[config.mk]
export PLATFORM = sky130hd
export DESIGN_NAME = sramSlotArbiter
export DESIGN_NICKNAME = d
export VERILOG_FILES = /design/src/rtl/sramArbPkg.sv /design/src/rtl/slotArbCtrl.sv /design/src/rtl/slotArbDatapath.sv /design/src/rtl/sramSlotArbiter.sv
export SDC_FILE = /design/constraint.sdc
export NUM_CORES = 1
export LEC_CHECK = 0
export ABC_AREA = 0
export BUFFER_PORTS_ARGS = -buffer_cell sky130_fd_sc_hd__buf_4
export CORE_MARGIN = 1
export CORE_UTILIZATION = 25
export CTS_BUF_LIST = sky130_fd_sc_hd__clkbuf_8
export DETAILED_ROUTE_END_ITERATION = 16
export PLACE_DENSITY = 0.58
export SLEW_MARGIN = 10
export SYNTH_ARGS = -nofsm -noshare
export SYNTH_HDL_FRONTEND = slang
export SYNTH_SLANG_ARGS = --single-unit
export TNS_END_PERCENT = 20
[constraint.sdc]
create_clock -name clk -period 1.8 [get_ports clk]
set_input_delay 0 -clock clk [delete_from_list [all_inputs] [get_ports clk]]
set_output_delay 0 -clock clk [all_outputs]
set_load 0.03 [all_outputs]
[src/rtl/sramArbPkg.sv]
package sramArbPkg;
  // strobes from the slot controller to the datapath
  typedef struct packed {
    logic latchReq;  // register the processor request this cycle
    logic capWr;     // full-word capture write in this slot
    logic cpuWr;     // byte write in this slot
    logic cpuRd;     // word read in this slot
  } slotStrobe_t;
endpackage

[src/rtl/slotArbCtrl.sv]
module slotArbCtrl
  import sramArbPkg::*;
(
  input  logic        clk,
  input  logic        rstN,
  input  logic        capValid,
  input  logic        cpuReq,
  input  logic        cpuWe,
  output slotStrobe_t strobe,
  output logic        capSlot,
  output logic        cpuReady
);
  logic oddPhase;
  logic pendValid;
  logic pendWe;
  logic cpuGo;

  assign capSlot = ~oddPhase;
  assign cpuGo   = oddPhase & pendValid;

  always_comb begin
    strobe.capWr    = ~oddPhase & capValid;
    strobe.cpuWr    = cpuGo & pendWe;
    strobe.cpuRd    = cpuGo & ~pendWe;
    strobe.latchReq = cpuReq & (~pendValid | cpuGo);
  end

  always_ff @(posedge clk or negedge rstN) begin
    if (!rstN) begin
      oddPhase  <= 1'b0;
      pendValid <= 1'b0;
      pendWe    <= 1'b0;
      cpuReady  <= 1'b0;
    end else begin
      oddPhase <= ~oddPhase;
      cpuReady <= cpuGo;
      if (strobe.latchReq) begin
        pendValid <= 1'b1;
        pendWe    <= cpuWe;
      end else if (cpuGo) begin
        pendValid <= 1'b0;
      end
    end
  end
endmodule

[src/rtl/slotArbDatapath.sv]
module slotArbDatapath
  import sramArbPkg::*;
#(
  parameter int DATA_W = 32,
  parameter int BYTE_W = 8,
  parameter int CPU_AW = 16,
  parameter int BANK_W = 3,
  localparam int LANES   = DATA_W / BYTE_W,
  localparam int LANE_W  = $clog2(LANES),
  localparam int OFF_W   = CPU_AW - LANE_W,
  localparam int CAP_AW  = BANK_W + OFF_W,
  localparam int SRAM_AW = CAP_AW + 1
) (
  input  logic               clk,
  input  logic               rstN,
  input  slotStrobe_t        strobe,
  input  logic [CAP_AW-1:0]  capAddr,
  input  logic [DATA_W-1:0]  capData,
  input  logic               pageFlip,
  input  logic [CPU_AW-1:0]  cpuAddr,
  input  logic [BYTE_W-1:0]  cpuWdata,
  input  logic               bankWe,
  input  logic [BANK_W-1:0]  bankData,
  input  logic [DATA_W-1:0]  sramRdata,
  output logic [BYTE_W-1:0]  cpuRdata,
  output logic [SRAM_AW-1:0] sramAddr,
  output logic [DATA_W-1:0]  sramWdata,
  output logic [LANES-1:0]   sramBe,
  output logic               sramWe,
  output logic               sramOe
);
  logic [BANK_W-1:0]  bankReg;
  logic               capPage;
  logic [SRAM_AW-1:0] pendAddr;
  logic [LANE_W-1:0]  pendLane;
  logic [BYTE_W-1:0]  pendByte;
  logic [BYTE_W-1:0]  rdLane [LANES];
  logic [DATA_W-1:0]  repByte;
  logic [LANES-1:0]   laneHot;

  for (genvar g = 0; g < LANES; g++) begin : gLane
    assign rdLane[g]                    = sramRdata[g*BYTE_W +: BYTE_W];
    assign repByte[g*BYTE_W +: BYTE_W]  = pendByte;
    assign laneHot[g]                   = (pendLane == LANE_W'(g));
  end

  always_ff @(posedge clk or negedge rstN) begin
    if (!rstN) begin
      bankReg  <= '0;
      capPage  <= 1'b0;
      pendAddr <= '0;
      pendLane <= '0;
      pendByte <= '0;
      cpuRdata <= '0;
    end else begin
      if (bankWe)   bankReg <= bankData;
      if (pageFlip) capPage <= ~capPage;
      if (strobe.latchReq) begin
        pendAddr <= {~capPage, bankReg, cpuAddr[CPU_AW-1:LANE_W]};
        pendLane <= cpuAddr[LANE_W-1:0];
        pendByte <= cpuWdata;
      end
      if (strobe.cpuRd) cpuRdata <= rdLane[pendLane];
    end
  end

  always_comb begin
    sramAddr  = '0;
    sramWdata = '0;
    sramBe    = '0;
    sramWe    = 1'b0;
    sramOe    = 1'b0;
    if (strobe.capWr) begin
      sramAddr  = {capPage, capAddr};
      sramWdata = capData;
      sramBe    = '1;
      sramWe    = 1'b1;
    end else if (strobe.cpuWr) begin
      sramAddr  = pendAddr;
      sramWdata = repByte;
      sramBe    = laneHot;
      sramWe    = 1'b1;
    end else if (strobe.cpuRd) begin
      sramAddr  = pendAddr;
      sramOe    = 1'b1;
    end
  end
endmodule

[src/rtl/sramSlotArbiter.sv]
module sramSlotArbiter
  import sramArbPkg::*;
#(
  parameter int DATA_W = 32,
  parameter int BYTE_W = 8,
  parameter int CPU_AW = 16,
  parameter int BANK_W = 3,
  localparam int LANES   = DATA_W / BYTE_W,
  localparam int LANE_W  = $clog2(LANES),
  localparam int CAP_AW  = BANK_W + CPU_AW - LANE_W,
  localparam int SRAM_AW = CAP_AW + 1
) (
  input  logic               clk,
  input  logic               rstN,
  input  logic               capValid,
  input  logic [CAP_AW-1:0]  capAddr,
  input  logic [DATA_W-1:0]  capData,
  input  logic               pageFlip,
  input  logic               cpuReq,
  input  logic               cpuWe,
  input  logic [CPU_AW-1:0]  cpuAddr,
  input  logic [BYTE_W-1:0]  cpuWdata,
  input  logic               bankWe,
  input  logic [BANK_W-1:0]  bankData,
  output logic [BYTE_W-1:0]  cpuRdata,
  output logic               cpuReady,
  output logic               capSlot,
  output logic [SRAM_AW-1:0] sramAddr,
  output logic [DATA_W-1:0]  sramWdata,
  input  logic [DATA_W-1:0]  sramRdata,
  output logic [LANES-1:0]   sramBe,
  output logic               sramWe,
  output logic               sramOe
);
  slotStrobe_t strobe;

  slotArbCtrl uCtrl (
    .clk      (clk),
    .rstN     (rstN),
    .capValid (capValid),
    .cpuReq   (cpuReq),
    .cpuWe    (cpuWe),
    .strobe   (strobe),
    .capSlot  (capSlot),
    .cpuReady (cpuReady)
  );

  slotArbDatapath #(
    .DATA_W (DATA_W),
    .BYTE_W (BYTE_W),
    .CPU_AW (CPU_AW),
    .BANK_W (BANK_W)
  ) uDp (
    .clk       (clk),
    .rstN      (rstN),
    .strobe    (strobe),
    .capAddr   (capAddr),
    .capData   (capData),
    .pageFlip  (pageFlip),
    .cpuAddr   (cpuAddr),
    .cpuWdata  (cpuWdata),
    .bankWe    (bankWe),
    .bankData  (bankData),
    .sramRdata (sramRdata),
    .cpuRdata  (cpuRdata),
    .sramAddr  (sramAddr),
    .sramWdata (sramWdata),
    .sramBe    (sramBe),
    .sramWe    (sramWe),
    .sramOe    (sramOe)
  );
endmodule

After elaboration in Yosys (flattened, before gate mapping)
Cells that the tools add are included.
{ "word_totals": {"ff_bits": 44, "wordCells": 44, "inputBits": 115} }
{ "op_classes": {"magnitude_cmp": 1, "bitwise_logic": 11, "eq_ne": 3, "reduce_logical": 2, "mux": 17} }
{ "op_table": {"columns": ["op", "n"], "rows": [
  ["$mux W32", 2],
  ["$mux W18", 3],
  ["$bmux W8 S2", 1],
  ["$mux W8", 2],
  ["$mux W4", 2],
  ["$mux W1", 7],
  ["$and A1 B1 Y1", 5],
  ["$eq A2 B2 Y1 const B", 2],
  ["$not A1 Y1", 4],
  ["$ge A3 B3 Y1 const B", 1],
  ["$not A2 Y3", 1],
  ["$eq A2 B1 Y1 const B", 1],
  ["$logic_not A2 Y1", 1],
  ["$reduce_bool A2 Y1", 1],
  ["$or A1 B1 Y1", 1]
]} }

Depth between registers and ports, before layout
Gate-level depths: netlist of the first run.
{ "logic_depth": {"word_depth": 5, "mapped_depth": 5} }

Modules after synthesis
A second synthesis of the first run with hierarchy kept.
{ "unflattened": {"hier_cells": 239, "area_unflattened_um2": 2448.6} }
{ "by_module_without_submodules": {"columns": ["mod", "cells_each", "instances", "area_per_inst_um2", "seq_area_each_um2"], "rows": [
  ["slotArbDatapath", 226, 1, 2273.4, 1001.0],
  ["slotArbCtrl", 13, 1, 175.2, 100.1]
]} }

Worst setup path before layout of the first run
Ideal clock, no wire load.
{ "synth_path": {"kind": "register to output", "from": "register uCtrl.oddPhase", "to": "output sramBe[0]", "path_buffers": 1, "arrival_ns": 1.530, "required_time_ns": 1.800, "stages_incl_launch_ff": 5, "path_slack_ns": 0.270, "cell_sequence": "dfrtp_1 > and2_1 > buf_2 > nand2_1 > o31ai_1"} }
{ "synth_via": {"elab_chain_cells": 4, "word_cells_on_any_way": 6} }
{ "synth_lines": {"columns": ["item", "line_no", "rtl"], "rows": [
  ["start: declaration", "slotArbCtrl.sv:13", "logic oddPhase;"],
  ["start signal: assignment", "slotArbCtrl.sv:35", "oddPhase <= ~oddPhase;"],
  ["$and A1 B1 Y1", "slotArbCtrl.sv:19", "assign cpuGo = oddPhase & pendValid;"],
  ["$and A1 B1 Y1", "slotArbCtrl.sv:23", "strobe.cpuWr = cpuGo & pendWe;"],
  ["$mux W4", "slotArbDatapath.sv:78", "end else if (strobe.cpuWr) begin"],
  ["$mux W4 (*)", "slotArbDatapath.sv:73", "if (strobe.capWr) begin"],
  ["end: declaration", "sramSlotArbiter.sv:31", "output logic [LANES-1:0] sramBe,"]
]} }
Every way passes the cells marked *; elsewhere a longest branch is shown, timed or not.

Final worst setup path of the first run
Same ends and word-level chain as after synthesis.

==> flow_metrics.py, run 1 <==
metrics = {
    "sta": {
        "clock_skew_ns": 0.00352,
        "period_needed_ns": 1.66,
        "setup_viol": 0,
        "period_share": 0.923,
        "worst_slack_ns": 0.139,
        "drv_slew": 0,
        "worstMarginPinSlew_ns": 0.585,
        "max_slew_margin": 0.610,
        "hold_viol": 0,
        "max_clock_freq_mhz": 602,
    },
    "yosys": {
        "synthCells": 181,
        "syn_avg_cell_area_um2": 13.1,
        "synth-seq-area-share": 0.463,
        "ys_types": 21,
        "ys_ff_latch": 44,
        "syn-cell-area_um2": 2380,
        "synth_fp_nets": 296,
        "yosysWarnings": 0,
    },
    "clock_tree": {
        "clock_path_buffers": 2,
        "htree_levels": 2,
        "clockRootBuffer": "clkbuf_8",
        "cts_sinks": 44,
        "insertion_delay_ns": 0.30,
        "cts_tree": "done",
        "path_clk_slew_ns": 0.08,
        "cts_buffers": 5,
    },
    "drt": {
        "ant_nets": 0,
        "dr.pass1.iters": 4,
        "routedWlPerCell_um": 14.4,
        "routed_wl_um": 7490,
        "route.vias.total": 2354,
        "viasPerCell": 4.52,
        "drt_first_iter_violations": 46,
        "drc": 0,
    },
    "setup_path": {
        "start_kind": "flip-flop",
        "worstPathRequired_ns": 1.80,
        "slowest_delay_ns": 0.43,
        "cp_num_buf_inv": 2,
        "crit_path_top_delay_cell": "dfrtp_1",
        "arrival_ns": 1.66,
        "cp-end-kind": "primary output",
        "crit_type": "flip-flop to primary output",
        "cp_max_fo": 20,
        "path_cells": "and2_1 > buf_8 > nand2_1 > o31ai_1 > buf_4",
        "crit_family": "flip-flops",
    },
    "finish": {
        "layout-drive-gt1-share": 0.610,
        "fin_area_um2": 4330,
        "seqCellArea_um2": 1100,
        "nNetsFinal": 506,
        "multi_input_area_um2": 1180,
        "instances_no_fill": 521,
        "fill_cells": 861,
        "n_antenna_cell": 0,
        "final_common_cell": "buf_4",
        "area_growth_pct": 82.3,
        "most-common-layout-cells": "buf_4 (184), a22o_1 (50), dfrtp_1 (44)",
        "fin_util": 0.469,
    },
    "global_routing": {
        "grt-ovfl-total": 0,
        "grt_max_degree": 51,
        "grt_pass1_vias": 2236,
        "grt_usage": 0.147,
        "antenna_found_initial": 0,
        "grt_pass1_wl_um": 11300,
    },
    "run": {
        "cap_violations": 0,
    },
    "placed_design": {
        "port_buffers": 180,
        "place_area_um2": 3870,
        "pre_cts_slack_ns": 0.0935,
        "gp_congestion": 0.706,
        "dp_cells": 479,
        "dp_hpwl_um": 5430,
    },
    "pwr": {
        "p_total_mw": 3.51,
        "p_leak_nw": 2.17,
        "worst_ir_drop_vdd_v": 0.000318,
        "p_per_area_nw_per_um2": 811,
    },
    "status": {
        "status": "completed",
    },
    "floorplanning": {
        "coreArea_um2": 9240,
        "fp.dieH_um": 99.5,
        "start_util": 0.257,
        "die_area_um2": 9900,
        "fp-row-count": 35,
        "num_io_pins": 181,
        "die_w_um": 99.5,
    },
    "worst_hold_path": {
        "hp-class": "input pin to flip-flop",
    },
}
## worst reg2reg max path: stages (launching register included)
cell	delay, ns
dfrtp_1	0.66
mux4_1	0.62
mux2_2	0.27
## path summary, 6_finish.rpt
| check | startpoint | end | slack [ns] | cells after the start |
|---|---|---|---|---|
| setup / recovery | uCtrl.oddPhase | sramBe[0] | 0.14 | 5 |
| hold / removal | sramRdata[30] | uDp.cpuRdata[6] | 0.13 | 3 |
| setup reg to reg | uDp.pendLane[0] | uDp.cpuRdata[7] | 0.15 | 2 |
| hold reg to reg | uDp.capPage | uDp.capPage | 0.51 | 1 |
| max in group asynchronous | rstN | uDp.pendAddr[4] | 1.16 | 2 |
| min in group asynchronous | rstN | uDp.cpuRdata[5] | 0.24 | 2 |
## metal layers
layer	routed length, um	track usage	vias to the layer above
li1	-	-	1122
met1	3070	0.179	1128
met2	3900	0.263	96
met3	452	0.0302	8
met4	63	0.0407	0
met5	0	0	-
## cell type report
| type | count | area share |
|---|---|---|
| Multi-Input combinational cell | 116 | 0.273 |
| Tap cell | 129 | 0.0373 |
| Inverter | 3 | 0.00260 |
| Clock inverter | 3 | 0.00896 |
| Timing Repair Buffer | 221 | 0.408 |
| Clock buffer | 5 | 0.0159 |
| Sequential cell | 44 | 0.254 |
## synth_stat cells (all sizes together)
cell type  instances  area, um^2
nand2b             3        18.8
dfrtp             44        1100
o31ai              1        7.51
o21ai              2        10.0
nand3              1        5.00
a22o              50         438
and3               1        6.26
mux2              39         439
buf               10        60.1
xor2               1        8.76
inv                3        11.3
mux4               8         191
nor2b              1        6.26
and2               1        6.26
nand2              7        26.3
mux2i              1        10.0
clkbuf             8        30.0
## state kept, by name, summed over array words and instances, names as in the netlist
register / cells
uCtrl.pendValid: 1
uCtrl.pendWe: 1
uDp.pendAddr: 18
uCtrl.oddPhase: 1
uDp.capPage: 1
uCtrl.cpuReady: 1
uDp.pendLane: 2
uDp.bankReg: 3
uDp.cpuRdata: 8
uDp.pendByte: 8
## cell families after synthesis
| logic type | synth area share |
|---|---|
| DFF | 0.463 |
| AOI/OAI and AO/OA | 0.192 |
| buffers and inverters | 0.0427 |
| and+or+nand+nor | 0.0290 |
| muxes | 0.270 |
| xor gates and xnor gates | 0.00369 |
## metrics by stage
step	TNS [ns]	hold slack (ns)
3_3_place_gp	0	0.0448
4_1_cts	0	0.125
6_report	0	0.134
2_1_floorplan	0	-0.296
3_5_place_dp	0	0.0473
5_1_grt	-0.00319	0.136
## report_power, final
group	internal (mW)	switching (mW)
combinational	0.747	0.717
clock	0.407	0.348
sequential	1.16	0.136
## repair_timing
action                                  CTS  global route
hold endpoints to repair                 74             0
buffers inserted                          0             0
endpoints found under the setup margin    0             2
hold buffers                             34             0
gates resized for setup                   0             3
(Power assumes the default switching activity.)
==> run 2, diff against run 1 <==
- ABC_AREA: 0 -> 1
- PLACE_DENSITY: 0.58 -> 0.56
==> flow_metrics.py, run 2 <==
metrics = {
    "yosys": {
        "syn-cell-area_um2": 2610,
        "ys_types": 19,
        "synth_area_leaders": "dfrtp_1 (42%), nand2_1 (33%), nand3_1 (15%)",
        "synth_top_cell_area_share": 0.422,
        "synth_fp_nets": 518,
        "synth-seq-area-share": 0.422,
        "synth_common_cells": "nand2_1 (229), nand3_1 (76), dfrtp_1 (44)",
        "syn_avg_cell_area_um2": 6.47,
        "synth-main-ff-cell": "dfrtp_1",
        "synth_edf_count": 0,
        "synthAdderAreaFrac": 0,
        "synth_mux_area_frac": 0,
        "synth_compound_area_frac": 0.0211,
        "ys_ff_latch": 44,
        "synthCells": 403,
        "postSynth.asyncResetShare": 1.00,
        "synth_most_common_cell": "nand2_1",
        "synth_top_family_by_area": "simple AND/OR/NAND/NOR gates",
        "yosysTopAreaCell": "dfrtp_1",
        "yosys.area_share.simple": 0.495,
        "synthXorXnorAreaFrac": 0.00336,
        "yosysWarnings": 0,
    },
    "floorplanning": {
        "fp.dieH_um": 104,
        "coreArea_um2": 9950,
        "die_area_um2": 10800,
        "num_io_pins": 181,
        "fp-row-count": 36,
        "start_util": 0.262,
        "die_w_um": 104,
    },
    "finish": {
        "instances_no_fill": 739,
        "nNetsFinal": 721,
        "most-common-layout-cells": "nand2_1 (229), buf_4 (185), nand3_1 (76)",
        "final_common_cell": "nand2_1",
        "reg_top3": "uDp.pendAddr (18), uDp.cpuRdata (8), uDp.pendByte (8)",
        "area_growth_pct": 72.3,
        "largest_register_ffs": 18,
        "fin_util": 0.452,
        "layout-drive-gt1-share": 0.328,
        "fin_area_um2": 4500,
        "max_flop_register": "uDp.pendAddr",
        "n_antenna_cell": 0,
        "fill_cells": 1044,
    },
    "setup_path": {
        "start_kind": "input pin",
        "r2r-start": "uDp.pendLane[1]",
        "r2r-end": "uDp.cpuRdata[4]",
        "crit_type": "input pin to flip-flop",
        "arrival_ns": 1.89,
        "cp-end-kind": "flip-flop",
        "reg2reg_depth": 5,
        "cp_max_fo": 1,
        "worstPathRequired_ns": 1.98,
        "timing.reg2reg.setup_slack_ns": 0.57,
    },
    "placed_design": {
        "port_buffers": 180,
        "pre_cts_slack_ns": 0.344,
        "dp_cells": 696,
        "place_area_um2": 4050,
        "dp_hpwl_um": 6430,
        "gp_congestion": 0.826,
    },
    "clock_tree": {
        "htree_levels": 2,
        "insertion_delay_ns": 0.29,
        "cts_buffers": 5,
        "clockRootBuffer": "clkbuf_8",
        "cts_tree": "done",
        "cts_sinks": 44,
        "path_clk_slew_ns": 0.08,
        "clock_path_buffers": 2,
    },
    "worst_hold_path": {
        "hp-class": "input pin to flip-flop",
        "holdPathStages": 7,
        "hold_start": "sramRdata[0]",
        "whs_endpoint": "uDp.cpuRdata[0]",
    },
    "sta": {
        "period_needed_ns": 1.71,
        "worstMarginPinSlew_ns": 0.557,
        "period_share": 0.950,
        "max_slew_margin": 0.628,
        "rsz0062_at_grt": "no",
        "max_clock_freq_mhz": 585,
        "fin_setup_tns_ns": 0,
        "setup_viol": 0,
        "clock_skew_ns": 0.0105,
        "hold_viol": 0,
        "drv_slew": 0,
        "worst_slack_ns": 0.0908,
    },
    "global_routing": {
        "grt-ovfl-total": 0,
        "grt_usage": 0.167,
        "grt_max_degree": 52,
        "antenna_found_initial": 0,
        "grt_pass1_wl_um": 14900,
        "grt_pass1_vias": 3140,
    },
    "pwr": {
        "worst_ir_drop_vdd_v": 0.000257,
        "p_per_area_nw_per_um2": 689,
        "p_leak_nw": 2.62,
    },
    "drt": {
        "ant_nets": 0,
        "drc": 0,
        "dr.pass1.iters": 4,
        "drt_first_iter_violations": 174,
        "routedWlPerCell_um": 12.0,
        "routed_wl_um": 8840,
        "route.vias.total": 3282,
        "viasPerCell": 4.44,
    },
    "status": {
        "status": "completed",
    },
    "run": {
        "cap_violations": 0,
    },
}
-- run 2: cell types whose count changed after synthesis, moves of 3 or more --
cell,previous run,this run
a22o_1,50,0
nand2b_1,3,0
mux4_1,3,0
mux4_2,5,0
mux2_2,39,0
clkbuf_1,8,14
nand3_1,1,76
o21ai_1,0,4
nor2_1,0,3
nand2_1,7,229
a21oi_1,0,3
inv_1,3,6
-- run 2: worst max-delay path by stage --
| stage | startpoint | end | slack [ns] | cells after the start |
|---|---|---|---|---|
| 2_1_floorplan | uCtrl.oddPhase | sramWdata[22] | 0.44 | 4 |
| 3_3_place_gp | uCtrl.pendWe | sramWdata[31] | 0.45 | 5 |
| 3_5_place_dp | uCtrl.pendValid | sramWdata[23] | 0.34 | 5 |
| 4_1_cts | uCtrl.pendValid | sramWdata[23] | 0.02 | 5 |
| 5_1_grt | uCtrl.oddPhase | sramWe | 0.04 | 5 |
| 6_report | bankData[2] | uDp.bankReg[2] | 0.09 | 6 |
-- run 2: kinds of logic (layout without fill, tap and decap cells) --
logic type,Yosys count,after routing
flip-flops,44,44
AND/OR/NAND/NOR,313,313
XOR/XNOR,1,1
AO/OA/AOI/OAI,11,11
buffers and inverters,34,237
-- run 2: worst max-delay path, stage by stage --
cell and delay (ns):
dlygate4sd3_1 0.53, buf_4 0.13, nand2_1 0.06, dlygate4sd3_1 0.54, o21ai_0 0.07, dlygate4sd3_1 0.55
-- run 2: final cells by class --
cell class / count / area (um^2) / area share
Multi-Input combinational cell: 325 / 1360 / 0.303
Timing Repair Buffer: 221 / 1750 / 0.389
Clock buffer: 5 / 68.8 / 0.0153
Tap cell: 133 / 166 / 0.0370
Clock inverter: 2 / 12.5 / 0.00278
Inverter: 9 / 36.3 / 0.00807
Sequential cell: 44 / 1100 / 0.245
-- run 2: per-stage QoR --
stage / hold WS (ns) / total power [mW]
floorplan: -0.296 / 1.91
global placement: 0.0300 / 2.46
detailed placement: 0.0392 / 2.47
CTS: 0.0829 / 3.14
global route: 0.106 / 3.31
finish: 0.0937 / 3.10
-- run 2: routing by layer --
layer | vias up | routed length, um | global-route usage
met1 | 1489 | 3780 | 0.197
met3 | 10 | 504 | 0.0351
met5 | - | 0 | 0
li1 | 1675 | - | -
met2 | 108 | 4430 | 0.304
met4 | 0 | 126 | 0.0439
-- run 2: timing repair --
action / CTS / global route
hold buffers: 36 / 0
gates resized for setup: 0 / 1
setup endpoints to repair: 0 / 28
hold endpoints to repair: 73 / 0
setup buffers: 0 / 0
-- run 2: power breakdown --
part / switching [mW] / total (mW) / internal [mW] / leakage (nW)
sequential: 0.0890 / 1.22 / 1.13 / 0.536
combinational: 0.740 / 1.29 / 0.546 / 2.04
clock: 0.328 / 0.591 / 0.263 / 0.0400
